File: config.mk
export PLATFORM = sky130hd
export DESIGN_NAME = mdu_unit
export DESIGN_NICKNAME = d
export VERILOG_FILES = /design/src/rtl/mdu_pkg.sv /design/src/rtl/mdu_ctrl.sv /design/src/rtl/mdu_datapath.sv /design/src/rtl/mdu_unit.sv
export SDC_FILE = /design/constraint.sdc
export NUM_CORES = 1
export LEC_CHECK = 0
export ABC_CLOCK_PERIOD_IN_PS = 3500
export BUFFER_PORTS_ARGS = -buffer_cell sky130_fd_sc_hd__clkbuf_2
export CAP_MARGIN = 5
export CORE_UTILIZATION = 41
export DETAILED_ROUTE_END_ITERATION = 8
export PLACE_DENSITY_LB_ADDON = 0.3
export SLEW_MARGIN = 10
export SYNTH_ARGS = -nofsm -noshare
export SYNTH_HDL_FRONTEND = slang
export SYNTH_SLANG_ARGS = --single-unit
File: constraint.sdc
create_clock -name clk -period 3.5 [get_ports clk]
set_input_delay 0.175 -clock clk [delete_from_list [all_inputs] [get_ports clk]]
set_output_delay 0.175 -clock clk [all_outputs]
set_load 0.01 [all_outputs]
File: src/rtl/mdu_pkg.sv
package mdu_pkg;

  // Operation codes; bit 2 selects divide, bit 0 selects signed divide.
  typedef enum logic [2:0] {
    OP_MULU   = 3'd0,
    OP_IMUL1  = 3'd1,
    OP_IMUL2  = 3'd2,
    OP_IMUL3  = 3'd3,
    OP_DIVU   = 3'd4,
    OP_IDIV   = 3'd5,
    OP_DIVU_B = 3'd6,
    OP_IDIV_B = 3'd7
  } mduOpE;

  // Strobes from control to datapath.
  typedef struct packed {
    logic load;    // capture operands and prepare magnitudes
    logic step;    // one radix-2 iteration
    logic finish;  // sign fix-up, fault decision, writeback
  } mduCtrlS;

endpackage

File: src/rtl/mdu_ctrl.sv
module mdu_ctrl
  import mdu_pkg::*;
#(
  parameter int W = 8
) (
  input  logic    clk,
  input  logic    rstN,
  input  logic    start,
  output mduCtrlS ctrl,
  output logic    busy
);

  localparam int CNT_W = (W > 2) ? $clog2(W) : 1;
  localparam logic [CNT_W-1:0] LAST_ITER = CNT_W'(W - 1);

  typedef enum logic [1:0] {ST_IDLE, ST_RUN, ST_FIN} stateE;

  stateE            state;
  logic [CNT_W-1:0] iterCnt;

  always_ff @(posedge clk) begin
    if (!rstN) begin
      state   <= ST_IDLE;
      iterCnt <= '0;
    end else begin
      unique case (state)
        ST_IDLE: if (start) begin
          state   <= ST_RUN;
          iterCnt <= '0;
        end
        ST_RUN: begin
          iterCnt <= iterCnt + 1'b1;
          if (iterCnt == LAST_ITER) state <= ST_FIN;
        end
        ST_FIN:  state <= ST_IDLE;
        default: state <= ST_IDLE;
      endcase
    end
  end

  always_comb begin
    ctrl.load   = (state == ST_IDLE) && start;
    ctrl.step   = (state == ST_RUN);
    ctrl.finish = (state == ST_FIN);
    busy        = (state != ST_IDLE);
  end

endmodule

File: src/rtl/mdu_datapath.sv
module mdu_datapath
  import mdu_pkg::*;
#(
  parameter int W = 8
) (
  input  logic         clk,
  input  logic         rstN,
  input  mduCtrlS      ctrl,
  input  logic [2:0]   op,
  input  logic [W-1:0] accIn,
  input  logic [W-1:0] dataIn,
  input  logic [W-1:0] srcIn,
  input  logic [W-1:0] immIn,
  output logic [W-1:0] resHi,
  output logic [W-1:0] resLo,
  output logic         carryFlag,
  output logic         ovfFlag,
  output logic         done,
  output logic         fault
);

  localparam int DW = 2 * W;
  localparam logic [W-1:0] HALF_MAG = {1'b1, {(W-1){1'b0}}};

  // ---------------- operand preparation ----------------
  mduOpE         opIn;
  logic          inDiv, inSigned;
  logic [W-1:0]  factA;
  logic          aNeg, bNeg, dNeg;
  logic [W-1:0]  aMag, bMag;
  logic [DW-1:0] dividend, dMag;

  always_comb begin
    opIn     = mduOpE'(op);
    inDiv    = op[2];
    inSigned = op[2] ? op[0] : (op[1:0] != 2'b00);
    factA    = (opIn == OP_IMUL3) ? immIn : accIn;
    aNeg     = inSigned & factA[W-1];
    bNeg     = inSigned & srcIn[W-1];
    aMag     = aNeg ? (~factA + 1'b1) : factA;
    bMag     = bNeg ? (~srcIn + 1'b1) : srcIn;
    dividend = {dataIn, accIn};
    dNeg     = inSigned & dataIn[W-1];
    dMag     = dNeg ? (~dividend + 1'b1) : dividend;
  end

  // ---------------- iteration state ----------------
  mduOpE         opR;
  logic [DW-1:0] shreg;     // multiply: {partial, multiplier}; divide: {rem, quot}
  logic [W-1:0]  opndMag;   // multiplicand or divisor magnitude
  logic          negRes;
  logic          negRem;
  logic          preFault;

  logic [W:0]    mulSum;
  logic [W:0]    divShift, divDiff;
  logic          divGe;
  logic [DW-1:0] mulNext, divNext;

  always_comb begin
    mulSum   = {1'b0, shreg[DW-1:W]} + {1'b0, (shreg[0] ? opndMag : {W{1'b0}})};
    mulNext  = {mulSum, shreg[W-1:1]};
    divShift = shreg[DW-1:W-1];
    divDiff  = divShift - {1'b0, opndMag};
    divGe    = (divShift >= {1'b0, opndMag});
    divNext  = divGe ? {divDiff[W-1:0], shreg[W-2:0], 1'b1}
                     : {divShift[W-1:0], shreg[W-2:0], 1'b0};
  end

  always_ff @(posedge clk) begin
    if (!rstN) begin
      opR      <= OP_MULU;
      shreg    <= '0;
      opndMag  <= '0;
      negRes   <= 1'b0;
      negRem   <= 1'b0;
      preFault <= 1'b0;
    end else if (ctrl.load) begin
      opR <= opIn;
      if (inDiv) begin
        shreg    <= dMag;
        opndMag  <= bMag;
        negRes   <= dNeg ^ bNeg;
        negRem   <= dNeg;
        preFault <= (bMag == '0) || (dMag[DW-1:W] >= bMag);
      end else begin
        shreg    <= {{W{1'b0}}, bMag};
        opndMag  <= aMag;
        negRes   <= aNeg ^ bNeg;
        negRem   <= 1'b0;
        preFault <= 1'b0;
      end
    end else if (ctrl.step) begin
      shreg <= opR[2] ? divNext : mulNext;
    end
  end

  // ---------------- final fix-up ----------------
  logic          isDivR, sgnDivR, sgnMulR, keepHiR;
  logic [DW-1:0] prodS;
  logic [W-1:0]  mulHi, mulLo;
  logic          mulSig;
  logic [W-1:0]  quotMag, remMag, quotOut, remOut;
  logic          rangeFault, divFault;

  always_comb begin
    isDivR  = opR[2];
    sgnDivR = opR[2] & opR[0];
    sgnMulR = (opR != OP_MULU);
    keepHiR = !opR[2] && !opR[1];
    prodS   = negRes ? (~shreg + 1'b1) : shreg;
    mulHi   = prodS[DW-1:W];
    mulLo   = prodS[W-1:0];
    mulSig  = sgnMulR ? (mulHi != {W{mulLo[W-1]}}) : (mulHi != '0);
    quotMag = shreg[W-1:0];
    remMag  = shreg[DW-1:W];
    quotOut = negRes ? (~quotMag + 1'b1) : quotMag;
    remOut  = negRem ? (~remMag + 1'b1) : remMag;
    rangeFault = negRes ? (quotMag > HALF_MAG) : quotMag[W-1];
    divFault   = preFault | (sgnDivR & rangeFault);
  end

  always_ff @(posedge clk) begin
    if (!rstN) begin
      resHi     <= '0;
      resLo     <= '0;
      carryFlag <= 1'b0;
      ovfFlag   <= 1'b0;
      done      <= 1'b0;
      fault     <= 1'b0;
    end else if (ctrl.finish) begin
      done <= 1'b1;
      if (isDivR) begin
        fault <= divFault;
        if (!divFault) begin
          resLo <= quotOut;
          resHi <= remOut;
        end
      end else begin
        fault     <= 1'b0;
        carryFlag <= mulSig;
        ovfFlag   <= mulSig;
        resLo     <= mulLo;
        if (keepHiR) resHi <= mulHi;
      end
    end else begin
      done  <= 1'b0;
      fault <= 1'b0;
    end
  end

endmodule

File: src/rtl/mdu_unit.sv
module mdu_unit
  import mdu_pkg::*;
#(
  parameter int W = 8
) (
  input  logic         clk,
  input  logic         rstN,
  input  logic         start,
  input  logic [2:0]   op,
  input  logic [W-1:0] accIn,
  input  logic [W-1:0] dataIn,
  input  logic [W-1:0] srcIn,
  input  logic [W-1:0] immIn,
  output logic         busy,
  output logic         done,
  output logic         fault,
  output logic [W-1:0] resHi,
  output logic [W-1:0] resLo,
  output logic         carryFlag,
  output logic         ovfFlag
);

  mduCtrlS ctrl;

  mdu_ctrl #(.W(W)) i_ctrl (
    .clk   (clk),
    .rstN  (rstN),
    .start (start),
    .ctrl  (ctrl),
    .busy  (busy)
  );

  mdu_datapath #(.W(W)) i_dp (
    .clk       (clk),
    .rstN      (rstN),
    .ctrl      (ctrl),
    .op        (op),
    .accIn     (accIn),
    .dataIn    (dataIn),
    .srcIn     (srcIn),
    .immIn     (immIn),
    .resHi     (resHi),
    .resLo     (resLo),
    .carryFlag (carryFlag),
    .ovfFlag   (ovfFlag),
    .done      (done),
    .fault     (fault)
  );

endmodule

# Yosys cells after proc, flatten, opt, wreduce, memory -nomap -nowiden
# Cells that the tools add are included.
[classes]
addsub = 9
magnitude_cmp = 3
n_eq_ne = 8
mux = 31
bitwise = 15
reduce_logical = 20
[ops]
columns = ["op", "n"]
rows = [
  ["$mux 16", 7],
  ["$mux 8", 12],
  ["$add 16x1->16 const B", 2],
  ["$add 8x1->8 const B", 4],
  ["$not 16->16", 2],
  ["$not 8->8", 4],
  ["$reduce_bool 2->1", 5],
  ["$add 8x8->9", 1],
  ["$ge 9x8->1", 1],
  ["$ge 8x8->1", 1],
  ["$gt 8x8->1 const B", 1],
  ["$logic_not 8->1", 1],
  ["$ne 8x8->1", 1],
  ["$reduce_and 2->1", 4],
  ["$reduce_bool 8->1", 1],
  ["$sub 8x8->8", 1],
  ["$mux 1", 7],
  ["$pmux 3 s2", 1],
  ["$reduce_and 3->1", 2],
  ["$and 1x1->1", 5],
  ["$mux 2", 2],
  ["$ne 2x2->1 const B", 2],
  ["$pmux 2 s2", 1],
  ["$add 3x1->3 const B", 1],
  ["other kinds (14)", 17],
]
[word_totals]
regBits = 54
output_inout_bits = 21
elab_cells = 99

# Depth between registers and ports, before layout
[depth]
depth_word = 7
depth_mapped = 13

# Cells and area by module
# A second synthesis with hierarchy kept.
[hier_totals]
hier_cells = 691
area_unflattened_um2 = 5206.2
[by_module_without_submodules]
columns = ["mod", "instances", "cells_each", "area_each_um2", "seq_area_each_um2"]
rows = [
  ["mdu_datapath", 1, 666, 4967.3, 980.9],
  ["mdu_ctrl", 1, 25, 239.0, 100.1],
]

# Worst setup path after synthesis
# No wires, ideal clock.
[synth_timing]
path_type = "input port to flip-flop"
from = "input port op[1]"
to = "register i_dp.preFault"
t_arrival_ns = 2.443
t_required_ns = 3.366
path_slack_ns = 0.923
stages = 13
n_path_buf = 2
cell_sequence = "nor2b_1 -> clkbuf_1 -> o21a_1 -> clkbuf_1 -> o31ai_1 -> xor2_1 -> ha_1 -> nand2b_1 -> a211oi_1 -> o21ai_0 -> a21o_1 -> a221oi_1 -> a211oi_1"
[synth_between]
elab_chain_cells = 7
word_cells_on_any_way = 10
cone_classes = "order compare (1); mux (4); bitwise (2); reduce/logical (3)"
[synth_rtl]
columns = ["item", "line_no", "text"]
rows = [
  ["from (decl)", "mdu_unit.sv:9", "input logic [2:0] op,"],
  ["$reduce_bool 2->1 *", "mdu_datapath.sv:36", "inSigned = op[2] ? op[0] : (op[1:0] != 2'b00);"],
  ["$mux 1 *", "mdu_datapath.sv:36", ""],
  ["$and 1x1->1 (on tied branches)", "mdu_datapath.sv:43, mdu_datapath.sv:39", ""],
  ["$mux 16 or $mux 8 (tied branches)", "mdu_datapath.sv:44, mdu_datapath.sv:41", ""],
  ["$ge 8x8->1 or $logic_not 8->1 (tied branches)", "mdu_datapath.sv:85", "preFault <= (bMag == '0) || (dMag[DW-1:W] >= bMag);"],
  ["$logic_or 1x1->1 *", "mdu_datapath.sv:85", ""],
  ["$mux 1 *", "mdu_datapath.sv:80", "if (inDiv) begin"],
  ["to (signal assigned)", "mdu_datapath.sv:85", ""],
  ["to (decl)", "mdu_datapath.sv:53", "logic preFault;"],
]
# Every way passes the cells marked *; elsewhere a longest branch is shown, timed or not.
# A chain may end at the register's enable or synchronous reset.

# Worst setup path in the final report
[layout_timing]
from = "register i_dp.shreg[0]"
to = "register i_dp.resLo[1]"
[layout_between]
elab_chain_cells = 6
word_cells_on_any_way = 14
cone_classes = "add/sub (2); order compare (1); eq/ne (1); mux (5); bitwise (4); reduce/logical (1)"
[layout_rtl]
columns = ["item", "line_no", "text"]
rows = [
  ["from (decl)", "mdu_datapath.sv:49", "logic [DW-1:0] shreg;"],
  ["from (signal assigned)", "mdu_datapath.sv:81", "shreg <= dMag;"],
  ["from (signal assigned)", "mdu_datapath.sv:87", "shreg <= {{W{1'b0}}, bMag};"],
  ["from (signal assigned)", "mdu_datapath.sv:94", "shreg <= opR[2] ? divNext : mulNext;"],
  ["$gt 8x8->1", "mdu_datapath.sv:119", "rangeFault = negRes ? (quotMag > HALF_MAG) : quotMag[W-1];"],
  ["$mux 1", "mdu_datapath.sv:119", ""],
  ["$and 1x1->1", "mdu_datapath.sv:120", "divFault = preFault | (sgnDivR & rangeFault);"],
  ["$or 1x1->1", "mdu_datapath.sv:120", ""],
  ["$ne 2x2->1 (no line)", "n/a", ""],
  ["$reduce_and 2->1 (no line)", "n/a", ""],
  ["to (signal assigned)", "mdu_datapath.sv:136", "resLo <= quotOut;"],
  ["to (signal assigned)", "mdu_datapath.sv:143", "resLo <= mulLo;"],
  ["to (decl)", "mdu_datapath.sv:15", "output logic [W-1:0] resLo,"],
]
# Several ways; a longest one is shown, not always the timed one. The select of a mux whose other input is x is not followed.

==> flow_summary.ini <==
[logic_synthesis]
synthTopCellsByCount = nor2_1 (60), dfxtp_1 (54), nand2_1 (46)
ys.flop_type = dfxtp_1
synthMuxAreaShare = 0.0728
syn_inst = 646
synth_area_per_cell_um2 = 7.74
synth.area.top_cells = dfxtp_1 (22%), ha_1 (8.0%), mux2i_1 (4.8%)
synth.most_common_cell = nor2_1
synthXorXnorAreaFrac = 0.0753
yosysWarnings = 0
synth_compound_area_frac = 0.279
syn-cell-area_um2 = 5000
synth_fa_ha_area_frac = 0.0881
ys_seq_area_frac = 0.216
synth_top_area_share = 0.216
synth_cell_types = 65
synthArstFlopShare = 0
synth_edf_count = 0
synth_top_family_by_area = compound AO/OA/AOI/OAI gates
synth_area_leader_cell = dfxtp_1
synth-seq-cells = 54
yosys.area_share.simple = 0.207
syn-num-nets = 718

[pwr]
powerDensity_nw_per_um2 = 377
peakVddDrop_mv = 0.245
p_leak_nw = 2.30
total_power_mw = 2.10

[clock_network]
insertion_delay_ns = 0.30
cts_resized = 0
postCtsSetupBuffers = 0
htreeDepth = 2
clkTransAtPathRegs_ns = 0.08
tritoncts = yes
cts_root_buf = clkbuf_16
clock_path_buffers = 2
cts_made_buffers = 5
cts_sinks = 54
holdBufCountCts = 0

[outcome]
status = completed

[die]
io-pin-count = 59
start_util = 0.429
die_width_um = 112
dieArea_um2 = 12600
die_h_um = 112
rows = 39
fp.coreArea_um2 = 11700

[worst_hold_path]
hold_path_class = input port to flop
hold_start = op[1]

[grt]
grt_max_degree = 32
grt_pass1_vias = 4674
grt_usage = 0.241
grt_pass1_wl_um = 24400
grt_antenna_before_repair = 0
grt-ovfl-total = 0

[critical_path]
endpoint_kind = flop
worstReg2RegStart = i_dp.shreg[0]$_SDFFE_PN0P_
crit_buf_inv = 1
path_cells = inv_1, ha_1, nor2b_1, a31oi_1, o21ai_0, and2_1, o211ai_1, o211a_1
ff2ff_setup_slack_ns = 0.66
slowest_stage = and2_1
path_class = flop to flop
start_kind = flop
crit_path_max_fanout = 16
crit_start = i_dp.shreg[0]$_SDFFE_PN0P_
crit_family = compound AO/OA/AOI/OAI gates
required_ns = 3.70
cpPeakStageDelay_ns = 0.60
worst_ep_arrival_time_ns = 3.03

[timing]
tightest_slew_ns = 1.05
fmax_ghz = 0.353
finClkSkew_ns = 0.00808
min_period_ns = 2.84
whs_ns = 0.176
slew_viol_final = 0
fin_tns_setup_ns = 0
relSlewSlack = 0.301
finalHoldViolCount = 0
setup_slack_ns = 0.664
rsz0062_at_grt = false
post-route-period-util = 0.810
setup_viol = 0

[detailed_routing]
wl_per_cell_um = 18.1
drtAntennaViolNets = 0
drt_iter0_markers = 350
vias = 5021
avgViaCountPerCell = 6.06
drt-total-wl_um = 15000
route.detailed.drc = 0
dr.pass1.iters = 5

[placement]
dp_hpwl_um = 11500
port_buffers = 58
finalWeightedCongestion = 0.949
dp_slack_ns = 0.450

[layout]
drive_above_1_share = 0.153
synthToLayoutAreaGrowth_pct = 11.4
nets = 757
fillers = 1161
final_core_util = 0.478
diodes = 0

[run]
max_cap_violations = 0
where the power goes:
part	switching [mW]	leakage, nW	internal [mW]
Combinational	0.470	1.78	0.333
Sequential	0.0602	0.441	0.648
Clock	0.247	0.0844	0.342
Total	0.778	2.30	1.32
cell usage in the layout, fill, tap and decap left out, drive strengths merged, types with 7 or more instances in the layout:
cell type / n
or3: 12
o221ai: 12
o31ai: 8
dfxtp: 54
buf: 15
nand3: 8
nor3: 8
mux2i: 24
nor2b: 13
xor2: 17
ha: 32
o211ai: 10
o21a: 10
mux2: 11
xnor2: 26
a221oi: 8
o21ai: 41
nand2: 46
inv: 34
a21oi: 38
nor2: 60
and3: 11
clkbuf: 63
a31oi: 8
nand2b: 12
a21o: 7
a211oi: 14
cell type report:
cell class | count | area [µm²] | share of cell area
clock inverter | 3 | 47.5 | 0.00853
clock buffer | 5 | 125 | 0.0225
multi-input combinational | 518 | 3610 | 0.648
sequential | 54 | 1080 | 0.194
tap | 143 | 179 | 0.0321
inverter | 33 | 124 | 0.0222
timing repair buffer | 73 | 403 | 0.0723
per-layer routing:
metal	share of wire	global-route usage	routed length [µm]	up-vias
met5	0	0	0	-
li1	-	-	-	2477
met3	0.045	0.0232	676	31
met4	0.027	0.0889	401	0
met2	0.46	0.395	6880	155
met1	0.47	0.330	7010	2358
worst register-to-register path: cells and delay by family, from the launching register on:
| kind | cells | cell delay (ns) |
|---|---|---|
| compound gates | 4 | 1.02 |
| simple gates | 2 | 0.79 |
| buf+inv | 1 | 0.26 |
| fa+ha+maj | 1 | 0.28 |
| flops | 1 | 0.38 |
per-stage QoR:
stage / instances / cell area, µm²
2_1_floorplan: 646 / 5000
3_3_place_gp: 821 / 5400
3_5_place_dp: 821 / 5400
4_1_cts: 829 / 5570
5_1_grt: 829 / 5570
6_report: 829 / 5570
flip-flops by register name, indices dropped and copies added (netlist names):
register        cells
i_ctrl.state        2
i_dp.shreg         16
i_dp.resLo          8
i_dp.done           1
i_dp.negRes         1
i_dp.fault          1
i_dp.opndMag        8
i_dp.negRem         1
i_ctrl.iterCnt      3
i_dp.preFault       1
i_dp.resHi          8
i_dp.ovfFlag        1
i_dp.opR            3
final timing paths:
path                                                    to  depth (start not counted)
worst max-delay path            i_dp.resLo[1]$_SDFFE_PN0P_                          8
worst min-delay path              i_dp.opR[1]$_SDFFE_PN0P_                          3
worst max register to register  i_dp.resLo[1]$_SDFFE_PN0P_                          8
worst min register to register  i_dp.resHi[7]$_SDFFE_PN0P_                          2
cell families after synthesis:
kind of cell,after synthesis
AOI/OAI and AO/OA,201
xor gates and xnor gates,43
adders and majority gates,34
buffers and inverters,74
DFF,54
muxes,35
and+or+nand+nor,205
(Power assumes the default switching activity.)
